### src/rtl/cpl_track_pkg.sv
package cpl_track_pkg;

  localparam int unsigned OPT_W = 4;

  typedef struct packed {
    logic imd_chain;  // bit 3
    logic imd_irq;    // bit 2
    logic fin_chain;  // bit 1
    logic fin_irq;    // bit 0
  } cpl_opt_t;

  function automatic logic wants_report(cpl_opt_t opt);
    return opt.fin_irq | opt.fin_chain | opt.imd_irq | opt.imd_chain;
  endfunction

endpackage

### src/rtl/cpl_rsp_count.sv
module cpl_rsp_count #(
  parameter int unsigned NUM_PORTS = 6,
  localparam int unsigned OUT_W    = $clog2(NUM_PORTS + 1)
) (
  input  logic                 clk_i,
  input  logic                 rst_ni,
  input  logic [NUM_PORTS-1:0] vld_i,
  output logic [OUT_W-1:0]     num_o
);

  logic [OUT_W-1:0] part [NUM_PORTS+1];

  assign part[0] = '0;

  // running sum across ports, one adder per port
  for (genvar p = 0; p < NUM_PORTS; p++) begin : g_sum
    assign part[p+1] = part[p] + OUT_W'(vld_i[p]);
  end

  assign num_o = part[NUM_PORTS];

  assert_zero_ports_R3: assert property (@(posedge clk_i) disable iff (!rst_ni)
    (vld_i == '0) |-> (num_o == '0));

  assert_one_port_R3: assert property (@(posedge clk_i) disable iff (!rst_ni)
    $onehot(vld_i) |-> (num_o == OUT_W'(1)));

  assert_bound_R3: assert property (@(posedge clk_i) disable iff (!rst_ni)
    num_o <= OUT_W'(NUM_PORTS));

endmodule

### src/rtl/cpl_cnt_core.sv
module cpl_cnt_core #(
  parameter int unsigned CNT_W = 6,
  parameter int unsigned DEC_W = 3
) (
  input  logic             clk_i,
  input  logic             rst_ni,
  input  logic             inc_i,
  input  logic [DEC_W-1:0] ndec_i,
  output logic [CNT_W-1:0] cnt_o,
  output logic             sat_o,
  output logic             reach_o
);

  localparam int unsigned SUM_W = ((CNT_W > DEC_W) ? CNT_W : DEC_W) + 1;
  localparam logic [CNT_W-1:0] CNT_MAX = '1;

  logic [CNT_W-1:0] cnt_q, cnt_d;
  logic [SUM_W-1:0] up, net;

  // single net update: +inc -ndec, clamp to [0, max]
  always_comb begin
    up = SUM_W'(cnt_q) + SUM_W'(inc_i);
    if (up < SUM_W'(ndec_i)) net = '0;
    else                     net = up - SUM_W'(ndec_i);
    if (net > SUM_W'(CNT_MAX)) cnt_d = CNT_MAX;
    else                       cnt_d = net[CNT_W-1:0];
  end

  always_ff @(posedge clk_i or negedge rst_ni) begin
    if (!rst_ni) cnt_q <= '0;
    else         cnt_q <= cnt_d;
  end

  assign cnt_o   = cnt_q;
  assign sat_o   = (cnt_q == CNT_MAX);
  assign reach_o = (cnt_d == CNT_MAX) && (cnt_q != CNT_MAX);

  assert_idle_hold_R11: assert property (@(posedge clk_i) disable iff (!rst_ni)
    (!inc_i && ndec_i == '0) |=> $stable(cnt_q));

  assert_single_inc_R2: assert property (@(posedge clk_i) disable iff (!rst_ni)
    (inc_i && ndec_i == '0 && cnt_q != CNT_MAX) |=> (cnt_q == $past(cnt_q) + CNT_W'(1)));

  assert_floor_R5: assert property (@(posedge clk_i) disable iff (!rst_ni)
    (!inc_i && SUM_W'(ndec_i) >= SUM_W'(cnt_q)) |=> (cnt_q == '0));

  assert_sat_hold_R6: assert property (@(posedge clk_i) disable iff (!rst_ni)
    (cnt_q == CNT_MAX && ndec_i == '0) |=> (cnt_q == CNT_MAX));

  assert_inc_dec_cancel_R4: assert property (@(posedge clk_i) disable iff (!rst_ni)
    (inc_i && ndec_i == DEC_W'(1)) |=> $stable(cnt_q));

endmodule

### src/rtl/cpl_err_ctl.sv
module cpl_err_ctl (
  input  logic clk_i,
  input  logic rst_ni,
  input  logic set_i,
  input  logic clr_i,
  input  logic irq_en_i,
  output logic err_o,
  output logic irq_o
);

  logic err_q;

  // set has priority over a same-cycle clear
  always_ff @(posedge clk_i or negedge rst_ni) begin
    if (!rst_ni)    err_q <= 1'b0;
    else if (set_i) err_q <= 1'b1;
    else if (clr_i) err_q <= 1'b0;
  end

  assign err_o = err_q;
  assign irq_o = err_q & irq_en_i;

  assert_sticky_R8: assert property (@(posedge clk_i) disable iff (!rst_ni)
    (err_o && !clr_i) |=> err_o);

  assert_set_wins_R9: assert property (@(posedge clk_i) disable iff (!rst_ni)
    set_i |=> err_o);

  assert_clear_R9: assert property (@(posedge clk_i) disable iff (!rst_ni)
    (clr_i && !set_i) |=> !err_o);

  assert_irq_gate_R10: assert property (@(posedge clk_i) disable iff (!rst_ni)
    !irq_en_i |-> !irq_o);

endmodule

### src/rtl/cpl_track.sv
module cpl_track
  import cpl_track_pkg::*;
#(
  parameter int unsigned NUM_PORTS = 6,
  parameter int unsigned CNT_W     = 6,
  localparam int unsigned DEC_W    = $clog2(NUM_PORTS + 1)
) (
  input  logic                 clk_i,
  input  logic                 rst_ni,
  input  logic                 req_vld_i,
  input  logic [OPT_W-1:0]     req_opt_i,
  output logic                 req_rdy_o,
  input  logic [NUM_PORTS-1:0] rsp_vld_i,
  output logic [CNT_W-1:0]     cnt_o,
  input  logic                 err_clr_i,
  input  logic                 irq_en_i,
  output logic                 err_o,
  output logic                 irq_o
);

  localparam logic [CNT_W-1:0] CNT_MAX = '1;

  logic             sat, reach, inc;
  logic [DEC_W-1:0] ndec;
  cpl_opt_t         opt;

  assign opt       = cpl_opt_t'(req_opt_i);
  assign req_rdy_o = ~sat;
  assign inc       = req_vld_i & req_rdy_o & wants_report(opt);

  cpl_rsp_count #(.NUM_PORTS(NUM_PORTS)) u_rsp_count (
    .clk_i  (clk_i),
    .rst_ni (rst_ni),
    .vld_i  (rsp_vld_i),
    .num_o  (ndec)
  );

  cpl_cnt_core #(.CNT_W(CNT_W), .DEC_W(DEC_W)) u_cnt_core (
    .clk_i   (clk_i),
    .rst_ni  (rst_ni),
    .inc_i   (inc),
    .ndec_i  (ndec),
    .cnt_o   (cnt_o),
    .sat_o   (sat),
    .reach_o (reach)
  );

  cpl_err_ctl u_err_ctl (
    .clk_i    (clk_i),
    .rst_ni   (rst_ni),
    .set_i    (reach),
    .clr_i    (err_clr_i),
    .irq_en_i (irq_en_i),
    .err_o    (err_o),
    .irq_o    (irq_o)
  );

  assert_reach_flags_R8: assert property (@(posedge clk_i) disable iff (!rst_ni)
    $rose(cnt_o == CNT_MAX) |-> err_o);

  assert_blocked_no_count_R6: assert property (@(posedge clk_i) disable iff (!rst_ni)
    (cnt_o == CNT_MAX && rsp_vld_i == '0 && req_vld_i) |=> (cnt_o == CNT_MAX));

  assert_resume_R7: assert property (@(posedge clk_i) disable iff (!rst_ni)
    (cnt_o == CNT_MAX && rsp_vld_i != '0) |=> req_rdy_o);

endmodule

### config.mk
export PLATFORM = sky130hd
export DESIGN_NAME = cpl_track
export DESIGN_NICKNAME = d
export VERILOG_FILES = /design/src/rtl/cpl_track_pkg.sv /design/src/rtl/cpl_rsp_count.sv /design/src/rtl/cpl_cnt_core.sv /design/src/rtl/cpl_err_ctl.sv /design/src/rtl/cpl_track.sv
export SDC_FILE = /design/constraint.sdc
export NUM_CORES = 1
export LEC_CHECK = 0
export CORE_MARGIN = 3
export CORE_UTILIZATION = 48
export CTS_BUF_LIST = sky130_fd_sc_hd__clkbuf_8
export CTS_CLUSTER_DIAMETER = 100
export DETAILED_ROUTE_END_ITERATION = 12
export PLACE_DENSITY = 0.83
export SETUP_SLACK_MARGIN = 0.15
export SLEW_MARGIN = 25
export SYNTH_ARGS = -nofsm -noshare
export SYNTH_HDL_FRONTEND = slang
export SYNTH_SLANG_ARGS = --single-unit
### constraint.sdc
create_clock -name clk_i -period 3.7 [get_ports clk_i]
set_input_delay 0.925 -clock clk_i [delete_from_list [all_inputs] [get_ports clk_i]]
set_output_delay 0.925 -clock clk_i [all_outputs]
set_load 0.02 [all_outputs]
==> impl_results.md, run 1 <==
* Total Power at 1.433 mW
* Top cells by area, synth: sky130_fd_sc_hd__dfrtp_1 21%, sky130_fd_sc_hd__fa_1 9.7%, sky130_fd_sc_hd__ha_1 9.1%
* Detailed Route Iter0 Violations at 41
* Overall routed net length at ~2600 um
* Slew HR at 68.52%
* Final Max Tran Viols at 0
* Maximum level of the CTS H-tree at 1
* Number of antenna violations at the first check in global routing at 0
* Power per cell area at between 1000 and 1500 nW/um2
* Element type at the critical path end: flop
* Register Area at 175.2 um2
* Startpoint Class: primary input
* Final ANT Viol Nets at 0
* RD Place Congestion at 0.8271
* Diodes inserted at 0
* Width of the die at 47.45 um
* Accumulated negative setup slack at 0 ns
* Maximum resistive drop on vdd at between 700 and 800 uV
* Unique cell type count in the Yosys netlist at 37
* Minimum clock period after layout at between 3 and 4 ns
* Total I/O pin count at 24
* Count of nets after finishing at between 150 and 200
* Average wire per cell in the routed design at approximately 17 um
* Largest stage delay on the critical path at 0.50 ns
* CP dominant cell by count: sky130_fd_sc_hd__fa_1
* Hold Path Class: flop to flop
* Maximum clock skew at final layout at 0.002049 ns
* Dpl cells at 144
* Effective utilization at floorplan at 52.89%
* Crit-path cells: buf_8, inv_8, fa_1, fa_2, fa_1, ha_1, nand3b_1, and2_4, o22ai_2, a22o_1, or3b_1
* Number of hold violations in the final report at 0
* Vias/cell at 5.974
* Full die area at between 2000 and 2500 um2
* Filler cell count in the final layout at 95
* Total number of yosys warnings at 0
* Number of nets in the synthesized netlist at between 100 and 150
* Most frequent cells after synthesis: 12 x sky130_fd_sc_hd__inv_1, 9 x sky130_fd_sc_hd__nand2_1, 7 x sky130_fd_sc_hd__a21oi_1, 7 x sky130_fd_sc_hd__dfrtp_1
* Maximum number of buffers from clock root to sink at 2
* Slowest cell on crit path: sky130_fd_sc_hd__fa_1
* Final period utilization at 99.65%
* Area occupied by multi-input gates at 694.4 um2
* Height of the die at between 40 and 50 um
* Clock sink total at 7
* Mean instance size in the synthesized netlist at 8.589 um2
* Cell type with the largest total area after synthesis: sky130_fd_sc_hd__dfrtp_1
* Proportion of netlist area held by the largest area contributor at around a fifth
* Leakage at 0.5698 nW
* Wire length of the first global-routing pass at between 3000 and 4000 um
* Core area at 1559 um2
* Share of layout cells above drive strength 1 at 38.97%
* Count of hold buffers inserted by post-cts repair at 0
* Cell area after synthesis at 824.5 um2
* Total DRC errors in the routed layout at 0
* Root cell of the clock tree: sky130_fd_sc_hd__clkbuf_8
* Cell with the most instances after synthesis: sky130_fd_sc_hd__inv_1
* Most used DFF post-synth: sky130_fd_sc_hd__dfrtp_1
* Via count of the first global-routing pass at 949
* Family with the most delay on the worst path: adder cells
* Outcome: completed
* Clock tree from TritonCTS: done
* Sum of overflow across all layers after global routing at 0
* Achievable frequency at about 0.27 GHz
* Post-route insts no fill at 152
* Critical-path maximum fanout at 4
* Reg clk slew, reported paths at approximately 0.040 ns
* Sum of buffers and inverters on the critical path at 2
* Insertion delay to the later sink of the worst-skew pair at 0.23 ns
* Vias at 908
* Detailed placer's ending HPWL at about 1800 um
* Sequential area share after synthesis at 21.24%
* Synthesis-to-layout area growth at 60.85%
* Number of enable flip-flop cells after synthesis at 0
* Number of max-capacitance violations reported at 0
* Class of the most critical setup path: primary input to flop
* Number of buffers created by CTS at 3
* Setup repair after global routing missed its margin: true
* Setup violations, final at 0
* Number of flip-flops and latches in the synthesized netlist at 7
* Total global-route track usage at about a quarter
* Data required time at the worst endpoint at 3.79 ns
* Number of cells produced by synthesis at 96
* Async set-reset flop share out of synthesis at 100.0%
* R2R setup slack at 0.47 ns
* Worst path arrival time at around 3.8 ns
* Num rows at 14
* Port-buffer cells at 23
* Worst-Margin Slew at between 0.4 and 0.5 ns
* Maximum number of pins on one net before global-route repair at 13
* Detailed-routing iteration count for the pre-antenna-repair pass at 4
-- power by group --
part	switching [mW]	total (mW)	internal, mW
Sequential	0.0854	0.205	0.119
Combinational	0.559	1.12	0.565
Clock	0.0328	0.104	0.0717
-- metrics by stage --
| stage | area (um2) | setup slack, ns | utilization (%) | hold WS [ns] |
|---|---|---|---|---|
| floorplan | 863.3 | 0.07739 | - | 0.6294 |
| global placement | 1177 | -0.6322 | 75.52 | 0.5819 |
| detailed placement | 1177 | -0.6796 | 75.52 | 0.5954 |
| CTS | 1295 | 0.0009490 | 83.07 | 0.5954 |
| global route | 1326 | -0.08299 | 85.07 | 0.6524 |
| finish | 1326 | 0.01289 | 85.07 | 0.6080 |
-- kinds of logic (layout without fill, tap and decap cells) --
| group | count (synthesis) | in the layout | share of synthesized area [%] |
|---|---|---|---|
| buffers and inverters | 14 | 54 | 7.739 |
| XOR/XNOR | 2 | 2 | 2.125 |
| adder cells (fa/ha/maj) | 10 | 10 | 18.82 |
| flip-flops | 7 | 7 | 21.24 |
| multiplexers | 4 | 4 | 5.917 |
| AO/OA/AOI/OAI | 25 | 25 | 21.85 |
| AND/OR/NAND/NOR | 34 | 34 | 22.31 |
-- layout make-up --
cell class	count	share of cell area, %
clock inverters	1	0.2830
repair buffers	38	25.57
clock buffers	3	3.113
inverters	12	3.962
well taps	16	1.509
multi-input cells	75	52.36
flip-flops and latches	7	13.21
-- worst paths after layout --
path	start	endpoint	depth (start not counted)
hold / removal	u_err_ctl.err_o	u_err_ctl.err_o	2
setup reg to reg	u_cnt_core.cnt_o[3]	u_err_ctl.err_o	14
min in group asynchronous	rst_ni	u_cnt_core.cnt_o[2]	1
hold reg to reg	u_err_ctl.err_o	u_err_ctl.err_o	2
setup / recovery	rsp_vld_i[5]	u_cnt_core.cnt_o[5]	11
max in group asynchronous	rst_ni	u_cnt_core.cnt_o[5]	1
-- worst min-delay path, cell delays in order (launching register included) --
cell	delay, ns
sky130_fd_sc_hd__dfrtp_1	0.40
sky130_fd_sc_hd__nand2_1	0.09
sky130_fd_sc_hd__a31oi_1	0.07
-- per-layer routing --
layer / GRT usage, % / wire (um)
met5: 0 / 0
met4: 3.867 / 27
met3: 7.519 / 155
met2: 48.40 / 1446
met1: 27.82 / 969
-- cell usage in the layout (no fill, tap or decap), types with 2 or more instances in the layout --
| cell type | count |
|---|---|
| sky130_fd_sc_hd__buf_4 | 14 |
| sky130_fd_sc_hd__inv_1 | 10 |
| sky130_fd_sc_hd__nor3_1 | 3 |
| sky130_fd_sc_hd__ha_2 | 2 |
| sky130_fd_sc_hd__o21ai_2 | 2 |
| sky130_fd_sc_hd__a21oi_1 | 4 |
| sky130_fd_sc_hd__nand2_1 | 7 |
| sky130_fd_sc_hd__clkbuf_8 | 3 |
| sky130_fd_sc_hd__nor3_2 | 3 |
| sky130_fd_sc_hd__o21ai_1 | 3 |
| sky130_fd_sc_hd__a311o_1 | 2 |
| sky130_fd_sc_hd__inv_2 | 2 |
| sky130_fd_sc_hd__nand2_2 | 2 |
| sky130_fd_sc_hd__fa_1 | 2 |
| sky130_fd_sc_hd__ha_1 | 3 |
| sky130_fd_sc_hd__buf_2 | 2 |
| sky130_fd_sc_hd__dfrtp_1 | 7 |
| sky130_fd_sc_hd__fa_2 | 2 |
| sky130_fd_sc_hd__dlygate4sd2_1 | 2 |
| sky130_fd_sc_hd__and2_1 | 2 |
| sky130_fd_sc_hd__nor4_2 | 2 |
| sky130_fd_sc_hd__a21oi_2 | 3 |
| sky130_fd_sc_hd__a31oi_1 | 2 |
| sky130_fd_sc_hd__clkdlybuf4s50_1 | 18 |
| sky130_fd_sc_hd__nor2_1 | 4 |
| sky130_fd_sc_hd__nand3_1 | 4 |
| sky130_fd_sc_hd__mux2i_2 | 2 |
-- registers in the layout, indices dropped and copies added, names as in the netlist --
register and count:
u_cnt_core.cnt_o 6, u_err_ctl.err_o 1
-- timing repair --
action | in CTS | in global routing
pin swaps | 11 | 4
setup endpoints to repair | 7 | 7
hold endpoints to repair | 0 | 0
setup buffers | 3 | 1
resized for setup | 28 | 8
No activity file was read; power rests on OpenSTA's default activity.
==> run 2, diff against run 1 <==
--- a/config.mk
+++ b/config.mk
@@ -10,6 +10,7 @@
 export CTS_BUF_LIST = sky130_fd_sc_hd__clkbuf_8
 export CTS_CLUSTER_DIAMETER = 100
 export DETAILED_ROUTE_END_ITERATION = 12
+export HOLD_SLACK_MARGIN = 0.15
 export PLACE_DENSITY = 0.83
 export SETUP_SLACK_MARGIN = 0.15
 export SLEW_MARGIN = 25
==> results of run 2 <==
The final DEF is identical to that of run 1; final timing and power are the same.
==> run 3, diff against run 2 <==
--- a/config.mk
+++ b/config.mk
@@ -11,7 +11,7 @@
 export CTS_CLUSTER_DIAMETER = 100
 export DETAILED_ROUTE_END_ITERATION = 12
 export HOLD_SLACK_MARGIN = 0.15
-export PLACE_DENSITY = 0.83
+export PLACE_DENSITY = 0.81
 export SETUP_SLACK_MARGIN = 0.15
 export SLEW_MARGIN = 25
 export SYNTH_ARGS = -nofsm -noshare
==> impl_results.md, run 3 (synthesis gave the netlist of run 1 again) <==
* Num rows at 14
* Achievable frequency at approximately 0.27 GHz
* Accumulated negative setup slack at -0.003959 ns
* Average wire per cell in the routed design at roughly 17 um
* Number of buffers created by CTS at 3
* Number of max-capacitance violations reported at 0
* Setup violations, final at 1
* Detailed-routing iteration count for the pre-antenna-repair pass at 4
* Startpoint Class: primary input
* Maximum resistive drop on vdd at 823.0 uV
* Filler cell count in the final layout at 77
* Port-buffer cells at 23
* Beginning of the worst register-to-register path: u_cnt_core.cnt_o[3]
* Violations in the final reports: setup timing
* Count of nets after finishing at 160
* Maximum clock skew at final layout at 0.001046 ns
* Total global-route track usage at around 25%
* Hold Path Class: flop to flop
* Height of the die at 47.45 um
* Class of the most critical setup path: primary input to flop
* Leading cell type in the layout, fill and taps excluded: sky130_fd_sc_hd__clkdlybuf4s50_1
* Core area at 1559 um2
* Insertion delay to the later sink of the worst-skew pair at 0.22 ns
* Final period utilization at 100.1%
* Maximum level of the CTS H-tree at 1
* Diodes inserted at 0
* RD Place Congestion at between 0.8 and 0.9
* Root cell of the clock tree: sky130_fd_sc_hd__clkbuf_8
* Detailed Route Iter0 Violations at 34
* Synthesis-to-layout area growth at 63.13%
* Full die area at 2251 um2
* Final ANT Viol Nets at 0
* Reg clk slew, reported paths at 0.04 ns
* Top library cells by usage in the layout, fill and taps aside: 18 x sky130_fd_sc_hd__clkdlybuf4s50_1, 13 x sky130_fd_sc_hd__buf_4, 11 x sky130_fd_sc_hd__inv_1
* Setup repair after global routing missed its margin: true
* Hold path startpoint: u_err_ctl.err_o
* Clock sink total at 7
* Worst path arrival time at between 3 and 4 ns
* Element type at the critical path end: flop
* Clock tree from TritonCTS: done
* Vias/cell at 5.947
* Cell area after placement at around 1200 um2
* Final worst-path setup slack at -0.003959 ns
* Register-to-Register Path Depth at 12
* Power per cell area at 1066 nW/um2
* Hold path depth at 2
* Total I/O pin count at 24
* Leakage at approximately 0.56 nW
* Maximum number of pins on one net before global-route repair at 13
* Maximum number of buffers from clock root to sink at 2
* Min Hold Slack at 0.6319 ns
* Final Max Tran Viols at 0
* Data required time at the worst endpoint at 3.80 ns
* Overall routed net length at 2536 um
* Vias at 892
* Slew HR at 68.86%
* Wire length of the first global-routing pass at 3836 um
* Number of hold violations in the final report at 0
* Share of layout cells above drive strength 1 at between 30% and 40%
* R2R setup slack at 0.46 ns
* Outcome: finished, violations left
* Launching element of the worst setup path: rsp_vld_i[5]
* Width of the die at 47.45 um
* Critical-path maximum fanout at 5
* Via count of the first global-routing pass at 865
* Effective utilization at floorplan at between 50% and 60%
* Number of antenna violations at the first check in global routing at 0
* Detailed placer's ending HPWL at 1711 um
* Sum of overflow across all layers after global routing at 0
* Total DRC errors in the routed layout at 0
* Final design area excluding fillers at 1345 um2
* Worst-Margin Slew at around 0.47 ns
* Minimum clock period after layout at approximately 3.7 ns
* Number of flip-flops under the largest register name at 6
run 3: final timing paths:
path,endpoint
max in group asynchronous,u_cnt_core.cnt_o[5]
worst min register to register,u_err_ctl.err_o
worst min-delay path,u_err_ctl.err_o
worst max-delay path,u_cnt_core.cnt_o[5]
min in group asynchronous,u_cnt_core.cnt_o[2]
worst max register to register,u_cnt_core.cnt_o[5]
run 3: area by class of cell:
cell class / instances / area, um2 / area share [%]
clock buffer: 3 / 41.29 / 3.070
clock inverter: 1 / 3.754 / 0.2791
inverter: 12 / 52.55 / 3.907
multi-input combinational: 75 / 732.0 / 54.42
sequential: 7 / 175.2 / 13.02
tap: 16 / 20.02 / 1.488
timing repair buffer: 36 / 320.3 / 23.81
run 3: through the flow:
step                      util (%)  setup WS [ns]  total power, mW  std cells
after floorplan                  -        0.07739           0.8019         96
after global placement       75.52        -0.6343            1.094        144
after detailed placement     75.52        -0.6574            1.107        144
after CTS                    80.74       -0.04063            1.291        149
after global routing         86.28       -0.09378            1.535        150
final                        86.28      -0.003959            1.433        150
run 3: layer usage:
layer	vias to the layer above	track usage [%]	routed length [um]	share of wire [%]
met2	48	43.85	1347	53
met4	0	7.182	27	1.1
li1	416	-	-	-
met1	424	28.64	974	38
met5	-	0	0	0
met3	4	7.895	186	7.3
run 3: repair_timing:
item | in CTS | in global routing
gates resized for setup | 21 | 15
setup endpoints to repair | 7 | 7
hold buffers | 0 | 0
endpoints found under the hold margin | 0 | 0
buffers inserted | 1 | 1
pin swaps | 14 | 16
run 3: power by group:
group / internal (mW) / total, mW / switching [mW]
registers: 0.119 / 0.209 / 0.0894
logic: 0.559 / 1.12 / 0.563
clock network: 0.0715 / 0.102 / 0.0307
total: 0.750 / 1.43 / 0.683
run 3: critical path: stages:
cell and delay [ns]:
sky130_fd_sc_hd__buf_8 0.08, sky130_fd_sc_hd__inv_8 0.02, sky130_fd_sc_hd__fa_1 0.48, sky130_fd_sc_hd__fa_2 0.38
sky130_fd_sc_hd__fa_2 0.63, sky130_fd_sc_hd__ha_4 0.21, sky130_fd_sc_hd__nand3b_1 0.18, sky130_fd_sc_hd__and2_4 0.20
sky130_fd_sc_hd__o22ai_2 0.07, sky130_fd_sc_hd__a22o_1 0.25, sky130_fd_sc_hd__or3b_1 0.37
